===== config.mk =====
export PLATFORM = sky130hd
export DESIGN_NAME = txc_engine
export DESIGN_NICKNAME = d
export VERILOG_FILES = /design/src/rtl/txc_pkg.sv /design/src/rtl/txc_regdec.sv /design/src/rtl/txc_buf.sv /design/src/rtl/txc_sequencer.sv /design/src/rtl/txc_engine.sv
export SDC_FILE = /design/constraint.sdc
export NUM_CORES = 2
export LEC_CHECK = 0
export ABC_AREA = 1
export CORE_ASPECT_RATIO = 1.2
export CORE_MARGIN = 2
export CORE_UTILIZATION = 54
export CTS_BUF_LIST = sky130_fd_sc_hd__clkbuf_8 sky130_fd_sc_hd__clkbuf_16
export CTS_CLUSTER_DIAMETER = 50
export DETAILED_ROUTE_END_ITERATION = 8
export PLACE_DENSITY_LB_ADDON = 0.05
export SETUP_SLACK_MARGIN = 0.1
export SLEW_MARGIN = 40
export SYNTH_ARGS = -nofsm -noshare
export SYNTH_HDL_FRONTEND = slang
export SYNTH_SLANG_ARGS = --single-unit

===== constraint.sdc =====
create_clock -name clk -period 5.5 [get_ports clk]
set_input_delay 0.825 -clock clk [delete_from_list [all_inputs] [get_ports clk]]
set_output_delay 0.825 -clock clk [all_outputs]
set_load 0.01 [all_outputs]

===== src/rtl/txc_pkg.sv =====
package txc_pkg;

   // register map offsets (byte addresses on the register port)
   localparam int unsigned TXC_DESC_OFS   = 32'h0000_1010;
   localparam int unsigned TXC_COMMIT_OFS = 32'h0000_1018;
   localparam int unsigned TXC_WIN_BASE   = 32'h0010_0000;

   typedef enum logic [0:0] {
      TXC_IDLE   = 1'b0,
      TXC_STREAM = 1'b1
   } txc_state_e;

endpackage


===== src/rtl/txc_regdec.sv =====
module txc_regdec #(
   parameter int DATA_BYTES = 4,
   parameter int BUF_BEATS  = 64,
   parameter int BUF_ADDR   = 'h200,
   parameter int LEN_W      = 16,
   parameter int REG_AW     = 21,
   localparam int REG_DW    = DATA_BYTES * 8,
   localparam int LANE_W    = $clog2(DATA_BYTES),
   localparam int IDX_W     = $clog2(BUF_BEATS)
) (
   input  logic                  clk,
   input  logic                  rst_n,
   input  logic                  wr_en,
   input  logic [REG_AW-1:0]     wr_addr,
   input  logic [REG_DW-1:0]     wr_data,
   input  logic [DATA_BYTES-1:0] wr_strb,
   input  logic                  rd_en,
   input  logic [REG_AW-1:0]     rd_addr,
   input  logic                  busy,
   output logic                  buf_we,
   output logic [IDX_W-1:0]      buf_widx,
   output logic [REG_DW-1:0]     buf_wdata,
   output logic [DATA_BYTES-1:0] buf_wstrb,
   output logic                  commit_req,
   output logic [LEN_W-1:0]      commit_len,
   output logic                  rd_valid,
   output logic [REG_DW-1:0]     rd_data
);
   localparam int BUF_BYTES = DATA_BYTES * BUF_BEATS;
   localparam logic [REG_AW-1:0] WIN_LO   = REG_AW'(txc_pkg::TXC_WIN_BASE + BUF_ADDR);
   localparam logic [REG_AW-1:0] WIN_HI   = REG_AW'(txc_pkg::TXC_WIN_BASE + BUF_ADDR + BUF_BYTES);
   localparam logic [REG_AW-1:0] DESC_A   = REG_AW'(txc_pkg::TXC_DESC_OFS);
   localparam logic [REG_AW-1:0] COMMIT_A = REG_AW'(txc_pkg::TXC_COMMIT_OFS);
   localparam logic [REG_DW-1:0] DESC_VAL = REG_DW'({16'(BUF_BYTES), 16'(BUF_ADDR)});

   logic              win_hit;
   logic [REG_AW-1:0] win_off;
   logic [REG_DW-1:0] rd_next;

   assign win_hit   = (wr_addr >= WIN_LO) && (wr_addr < WIN_HI);
   assign win_off   = wr_addr - WIN_LO;
   assign buf_widx  = win_off[LANE_W +: IDX_W];
   assign buf_we    = wr_en && win_hit && !busy;
   assign buf_wdata = wr_data;
   assign buf_wstrb = wr_strb;

   assign commit_req = wr_en && (wr_addr == COMMIT_A);
   assign commit_len = wr_data[LEN_W-1:0];

   logic unused_regdec;
   assign unused_regdec = ^{win_off[LANE_W-1:0], win_off[REG_AW-1:LANE_W+IDX_W],
                            wr_data[REG_DW-1:LEN_W]};

   assign rd_next = (rd_addr == DESC_A) ? DESC_VAL : '0;

   always_ff @(posedge clk) begin
      if (!rst_n) begin
         rd_valid <= 1'b0;
         rd_data  <= '0;
      end else begin
         rd_valid <= rd_en;
         if (rd_en) rd_data <= rd_next;
      end
   end
endmodule


===== src/rtl/txc_buf.sv =====
module txc_buf #(
   parameter int DATA_BYTES = 4,
   parameter int BUF_BEATS  = 64,
   localparam int REG_DW    = DATA_BYTES * 8,
   localparam int IDX_W     = $clog2(BUF_BEATS)
) (
   input  logic                  clk,
   input  logic                  we,
   input  logic [IDX_W-1:0]      widx,
   input  logic [REG_DW-1:0]     wdata,
   input  logic [DATA_BYTES-1:0] wstrb,
   input  logic [IDX_W-1:0]      ridx,
   output logic [REG_DW-1:0]     rword
);
   for (genvar ln = 0; ln < DATA_BYTES; ln++) begin : g_lane
      logic [7:0] lane_mem [BUF_BEATS];

      always_ff @(posedge clk) begin
         if (we && wstrb[ln]) lane_mem[widx] <= wdata[8*ln +: 8];
      end

      assign rword[8*ln +: 8] = lane_mem[ridx];
   end
endmodule


===== src/rtl/txc_sequencer.sv =====
module txc_sequencer #(
   parameter int DATA_BYTES = 4,
   parameter int BUF_BEATS  = 64,
   parameter int LEN_W      = 16,
   localparam int REG_DW    = DATA_BYTES * 8,
   localparam int LANE_W    = $clog2(DATA_BYTES),
   localparam int IDX_W     = $clog2(BUF_BEATS)
) (
   input  logic                  clk,
   input  logic                  rst_n,
   input  logic                  commit_req,
   input  logic [LEN_W-1:0]      commit_len,
   output logic                  busy,
   output logic [IDX_W-1:0]      rd_idx,
   input  logic [REG_DW-1:0]     word,
   input  logic                  tready,
   output logic                  tvalid,
   output logic [REG_DW-1:0]     tdata,
   output logic [DATA_BYTES-1:0] tkeep,
   output logic                  tlast
);
   import txc_pkg::*;

   localparam int BUF_BYTES = DATA_BYTES * BUF_BEATS;
   localparam logic [LEN_W:0] CAP = (LEN_W+1)'(BUF_BYTES);

   txc_state_e         state_q;
   logic [IDX_W-1:0]   beat_q;
   logic [IDX_W-1:0]   last_q;
   logic [LANE_W-1:0]  tail_q;
   logic [LEN_W-1:0]   len_m1;
   logic               accept;
   logic               at_last;
   logic [DATA_BYTES-1:0] tail_keep;

   assign busy    = (state_q == TXC_STREAM);
   assign len_m1  = commit_len - LEN_W'(1);
   assign accept  = commit_req && !busy && (commit_len != '0) &&
                    ({1'b0, commit_len} <= CAP);
   assign at_last = (beat_q == last_q);

   logic unused_seq;
   assign unused_seq = ^{len_m1[LANE_W-1:0], len_m1[LEN_W-1:LANE_W+IDX_W]};

   for (genvar ln = 0; ln < DATA_BYTES; ln++) begin : g_keep
      assign tail_keep[ln] = (tail_q == '0) || ({1'b0, tail_q} > (LANE_W+1)'(ln));
   end

   always_ff @(posedge clk) begin
      if (!rst_n) begin
         state_q <= TXC_IDLE;
         beat_q  <= '0;
         last_q  <= '0;
         tail_q  <= '0;
      end else begin
         unique case (state_q)
            TXC_IDLE: begin
               if (accept) begin
                  state_q <= TXC_STREAM;
                  beat_q  <= '0;
                  last_q  <= len_m1[LANE_W +: IDX_W];
                  tail_q  <= commit_len[LANE_W-1:0];
               end
            end
            TXC_STREAM: begin
               if (tready) begin
                  if (at_last) state_q <= TXC_IDLE;
                  else         beat_q  <= beat_q + IDX_W'(1);
               end
            end
            default: state_q <= TXC_IDLE;
         endcase
      end
   end

   assign rd_idx = beat_q;
   assign tvalid = busy;
   assign tlast  = busy && at_last;
   assign tdata  = busy ? word : '0;
   assign tkeep  = !busy ? '0 : (at_last ? tail_keep : '1);
endmodule


===== src/rtl/txc_engine.sv =====
module txc_engine #(
   parameter int DATA_BYTES = 4,
   parameter int BUF_BEATS  = 64,
   parameter int BUF_ADDR   = 'h200,
   parameter int LEN_W      = 16,
   parameter int REG_AW     = 21,
   localparam int REG_DW    = DATA_BYTES * 8,
   localparam int IDX_W     = $clog2(BUF_BEATS),
   localparam int LANE_W    = $clog2(DATA_BYTES)
) (
   input  logic                  clk,
   input  logic                  rst_n,
   input  logic                  reg_wr_en,
   input  logic [REG_AW-1:0]     reg_wr_addr,
   input  logic [REG_DW-1:0]     reg_wr_data,
   input  logic [DATA_BYTES-1:0] reg_wr_strb,
   input  logic                  reg_rd_en,
   input  logic [REG_AW-1:0]     reg_rd_addr,
   output logic                  reg_rd_valid,
   output logic [REG_DW-1:0]     reg_rd_data,
   output logic                  tx_tvalid,
   input  logic                  tx_tready,
   output logic [REG_DW-1:0]     tx_tdata,
   output logic [DATA_BYTES-1:0] tx_tkeep,
   output logic                  tx_tlast
);
   localparam int BUF_BYTES = DATA_BYTES * BUF_BEATS;

   // elaboration-time parameter checks
   if (DATA_BYTES < 4 || (1 << LANE_W) != DATA_BYTES) begin : g_bad_width
      $error("DATA_BYTES must be a power of two, at least 4");
   end
   if (BUF_BEATS < 2 || (1 << IDX_W) != BUF_BEATS) begin : g_bad_depth
      $error("BUF_BEATS must be a power of two, at least 2");
   end
   if (LANE_W + IDX_W >= LEN_W || BUF_BYTES > 65535) begin : g_bad_len
      $error("buffer capacity must fit the length and descriptor fields");
   end
   if ((BUF_ADDR % DATA_BYTES) != 0 || BUF_ADDR > 65535) begin : g_bad_addr
      $error("BUF_ADDR must be stream-width aligned and fit 16 bits");
   end
   if (longint'(txc_pkg::TXC_WIN_BASE) + BUF_ADDR + BUF_BYTES > (longint'(1) << REG_AW)) begin : g_bad_aw
      $error("REG_AW too narrow for the buffer window");
   end

   logic                  busy;
   logic                  buf_we;
   logic [IDX_W-1:0]      buf_widx;
   logic [REG_DW-1:0]     buf_wdata;
   logic [DATA_BYTES-1:0] buf_wstrb;
   logic                  commit_req;
   logic [LEN_W-1:0]      commit_len;
   logic [IDX_W-1:0]      rd_idx;
   logic [REG_DW-1:0]     rd_word;

   txc_regdec #(
      .DATA_BYTES(DATA_BYTES), .BUF_BEATS(BUF_BEATS), .BUF_ADDR(BUF_ADDR),
      .LEN_W(LEN_W), .REG_AW(REG_AW)
   ) u_regdec (
      .clk(clk), .rst_n(rst_n),
      .wr_en(reg_wr_en), .wr_addr(reg_wr_addr), .wr_data(reg_wr_data), .wr_strb(reg_wr_strb),
      .rd_en(reg_rd_en), .rd_addr(reg_rd_addr), .busy(busy),
      .buf_we(buf_we), .buf_widx(buf_widx), .buf_wdata(buf_wdata), .buf_wstrb(buf_wstrb),
      .commit_req(commit_req), .commit_len(commit_len),
      .rd_valid(reg_rd_valid), .rd_data(reg_rd_data)
   );

   txc_buf #(
      .DATA_BYTES(DATA_BYTES), .BUF_BEATS(BUF_BEATS)
   ) u_buf (
      .clk(clk), .we(buf_we), .widx(buf_widx), .wdata(buf_wdata), .wstrb(buf_wstrb),
      .ridx(rd_idx), .rword(rd_word)
   );

   txc_sequencer #(
      .DATA_BYTES(DATA_BYTES), .BUF_BEATS(BUF_BEATS), .LEN_W(LEN_W)
   ) u_seq (
      .clk(clk), .rst_n(rst_n),
      .commit_req(commit_req), .commit_len(commit_len), .busy(busy),
      .rd_idx(rd_idx), .word(rd_word), .tready(tx_tready),
      .tvalid(tx_tvalid), .tdata(tx_tdata), .tkeep(tx_tkeep), .tlast(tx_tlast)
   );
endmodule


==> impl_metrics.csv <==
group,metric,value,unit
cts,deepest_clock_path_buffer_count,3,
outcome,run_status,"finished, final reports clean",
layout,final_cell_count_no_fill,9698,
route,detail_route.wirelength,254,mm
synth,post_synth_instance_area,85100,um2
setup_path,endpoint_kind,"output port",
run,maxCapViolCount,0,
sta,achievable-frequency,186,MHz
power_and_ir_drop,power_frac_comb,1.5,%
layout,final_net_count,7518,
global_route,grt_use_total,31.2,%
sta,worst_slack,0.122,ns
setup_path,ordered_list_of_cells_on_the_worst_path,"inv_16 > buf_4 > nand3_1 > nand3_1 > nand3_1 > nand3_1 > nand3_1 > nand2_1 > nor2_1 > clkdlybuf4s50_1",
global_route,grt_antenna_before_repair,13,
global_route,number_of_global_route_vias_before_repair,54330,
sta,hold_ws,0.465,ns
synth,synth.area.top_cells,"sky130_fd_sc_hd__edfxtp_1 (72%), sky130_fd_sc_hd__nand3_1 (10%), sky130_fd_sc_hd__nand2_1 (10%)",
power_and_ir_drop,switchingPower,6.30,mW
power_and_ir_drop,pwr_density_cell,328,nW/um2
sta,finClkSkew,0.0333,ns
cts,cts-hold-fix-buffers,0,
setup_path,timing.rr.end,"u_buf.g_lane[2].lane_mem[39][0]",
place,half_perimeter_wire_length_after_placement,153,mm
place,gp_routability_congestion,0.871,
floorplan,design.core.area,157000,um2
power_and_ir_drop,power.leakage,33.4,nW
floorplan,die_x,366,um
power_and_ir_drop,vdd.ir_drop.worst,0.377,mV
floorplan,initial_utilization,54.3,%
route,route.detailed.wl_per_inst,26.2,um
setup_path,crit_path_max_incr_delay,0.68,ns
synth,synthCells,7320,
place,place.detailed.instances,9321,
setup_path,category_of_cells_accounting_for_the_largest_share_of_critical_path_delay,"buffers and inverters",
synth,mapped_avg_cell_area,11.6,um2
route,drc,0,
route,drt_iter0_drc,7295,
synth,synth_commonest_cells,"sky130_fd_sc_hd__nand2_1 (2323), sky130_fd_sc_hd__edfxtp_1 (2048), sky130_fd_sc_hd__nand3_1 (1776), sky130_fd_sc_hd__nor2_1 (409), sky130_fd_sc_hd__buf_2 (263)",
layout,footprint_of_the_multi_input_gates,20500,um2
worst_hold_path,holdPathEnd,"u_buf.g_lane[1].lane_mem[9][4]",
setup_path,critical_path_required,4.68,ns
route,num_vias,57536,
cts,post-cts-setup-buffer-count,0,
sta,slew_viol_final,0,
setup_path,criticalPathCategory,"flop to output port",
synth,dominantRegCellSynth,"sky130_fd_sc_hd__edfxtp_1",
cts,clk_latency,0.85,ns
setup_path,timing.reg2reg.worst_path_depth,6,
global_route,grt_pass1_wl,367,mm
global_route,grt-ovfl-total,0,
power_and_ir_drop,clkPwrFrac,42.9,%
setup_path,reg_to_reg_start,"u_seq.busy",
sta,final-hold-violation-count,0,
power_and_ir_drop,internal_dissipation,24.8,mW
synth,synth.yosys.seq_area_share,72.8,%
synth,ys_seq_elements,2071,
power_and_ir_drop,power_switching_share,20.2,%
route,drt-pass1-iter-count,8,
layout,area_delta_synth_final,11.8,%
floorplan,vert_die_dim,439,um
sta,fin_crit_sh,97.8,%
setup_path,timing.critical_path.buf_inv,3,
route,ant_nets,0,
setup_path,worst_path_max_delay_cell,"sky130_fd_sc_hd__clkdlybuf4s50_1",
floorplan,rows,159,
synth,synth.lib_cells_used.distinct,31,
cts,clock_sink_count,2071,
synth,async_reset_ff_share,0,%
place,placement.io_buffers,123,
setup_path,crit_fanout,144,
worst_hold_path,worstHoldPathType,"input port to flop",
sta,grt_setup_unrepaired,"no",
synth,yosys.cell_count.top_type,"sky130_fd_sc_hd__nand2_1",
floorplan,design.die.area,161000,um2
route,avgViaCountPerCell,5.93,
synth,synth_top_area_share,72.3,%
sta,maxSlewHeadroom,33.2,%
cts,cts_made_buffers,200,
layout,seqCellArea,62000,um2
global_route,pin_count_of_the_biggest_net_entering_global_routing,171,
cts,cts-resized-gates,0,
cts,tritoncts,"done",
worst_hold_path,worstHoldPathCells,1,
sta,post-route-min-period,5.38,ns
worst_hold_path,min-delay-start,"reg_wr_data[12]",
layout,fraction_of_final_layout_cells_sized_beyond_drive_strength_1,8.71,%
place,dp_worst_setup_slack,1.10,ns
cts,h-tree-depth,4,
setup_path,timing.critical_path.arrival,4.55,ns
setup_path,worst_setup_slack_for_register_to_register_paths,2.60,ns
cts,cts_root_buffer,"sky130_fd_sc_hd__clkbuf_16",
sta,final_report_setup_violation_count,0,
floorplan,io_pins,154,
synth,synth_enable_flop_cells,2048,
sta,worstMarginPinSlew,1.00,ns
synth,synth-warning-count,0,
cts,clk_transition_reported_paths,0.06,ns
power_and_ir_drop,sequentialPowerShare,55.6,%
setup_path,worst_path_most_repeated_cell,"sky130_fd_sc_hd__nand3_1",
setup_path,critPathLaunchType,"flop",
synth,synthDominantAreaCellType,"sky130_fd_sc_hd__edfxtp_1",
layout,fillers,12529,
sta,finalSetupTns,0,ns
-- worst register-to-register path: stages, from the launching register on --
cell                      delay (ns)
sky130_fd_sc_hd__dfxtp_2        0.32
sky130_fd_sc_hd__inv_2          0.14
sky130_fd_sc_hd__nand4_1        0.22
sky130_fd_sc_hd__nor3b_4        0.39
sky130_fd_sc_hd__nand2_4        0.39
sky130_fd_sc_hd__buf_4          0.42
sky130_fd_sc_hd__nor2_1         0.64
-- layout make-up --
class	count	area share, %
antenna	4	0.0105
timing repair buffer	389	3.65
sequential	2071	65.2
tap	2093	2.75
clock buffer	211	5.50
clock inverter	160	1.15
multi-input combinational	4720	21.5
inverter	50	0.249
-- flip-flops by register name, summed over array words and instances, names as in the netlist, named ones only --
register	cells
u_buf.g_lane.lane_mem	2048
u_regdec.rd_data	1
u_regdec.rd_valid	1
u_seq.busy	1
u_seq.last_q	6
u_seq.rd_idx	6
u_seq.tail_q	2
-- cell families after synthesis --
| family | Yosys count | share of synthesized area, % |
|---|---|---|
| flip-flops | 2071 | 72.8 |
| buffers and inverters | 558 | 3.46 |
| adder cells (fa/ha/maj) | 3 | 0.0441 |
| XOR/XNOR | 9 | 0.0926 |
| AND/OR/NAND/NOR | 4546 | 22.8 |
| other | 1 | 0.00441 |
| AO/OA/AOI/OAI | 132 | 0.816 |
-- placed cells by master (no fill, tap or decap), drive strengths merged, types with 54 or more instances in the layout --
| cell type | Yosys | routed |
|---|---|---|
| buf | 435 | 298 |
| clkbuf | 73 | 211 |
| clkdlybuf4s50 | 0 | 91 |
| clkinv | 1 | 92 |
| edfxtp | 2048 | 2048 |
| inv | 49 | 96 |
| nand2 | 2327 | 2327 |
| nand3 | 1777 | 1777 |
| nor2 | 409 | 409 |
| o21ai | 54 | 54 |
-- worst max-delay path by stage --
stage               depth (start not counted)       startpoint  slack [ns]                               to
floorplan                                   7  reg_wr_addr[15]        2.88  u_buf.g_lane[0].lane_mem[11][0]
global placement                            8  reg_wr_addr[10]        0.98   u_buf.g_lane[2].lane_mem[2][3]
detailed placement                         12             flop        1.10                      tx_tdata[1]
CTS                                        10             flop        0.17                     tx_tdata[16]
global route                               12             flop         0.1                      tx_tdata[3]
finish                                     10             flop        0.12                     tx_tdata[23]
-- stage by stage --
| stage | utilization, % | cell area (um2) | total power, mW |
|---|---|---|---|
| floorplan | - | 85200 | 17.7 |
| global placement | 56.5 | 88500 | 18.1 |
| detailed placement | 56.6 | 88700 | 18.1 |
| CTS | 60.7 | 95000 | 31.3 |
| global route | 60.7 | 95100 | 31.9 |
| finish | 60.7 | 95100 | 31.1 |
-- routing by layer --
| metal | vias up | share of wire, % | global-route usage [%] |
|---|---|---|---|
| li1 | 25923 | - | - |
| met1 | 28266 | 40 | 42.9 |
| met2 | 2828 | 47 | 49.9 |
| met3 | 507 | 8.7 | 5.57 |
| met4 | 12 | 4.1 | 12.3 |
| met5 | - | 0.031 | 0 |
-- power groups by stage --
| stage | sequential, mW | combinational (mW) | clock (mW) |
|---|---|---|---|
| 3_5_place_dp | 17.7 | 0.445 | 0 |
| 3_3_place_gp | 17.7 | 0.436 | 0 |
| 4_1_cts | 17.3 | 0.445 | 13.5 |
| 2_1_floorplan | 17.7 | 0.0564 | 0 |
| 5_1_grt | 17.3 | 0.475 | 14.1 |
| 6_report | 17.3 | 0.454 | 13.4 |
Power figures use the tool's default switching activity.
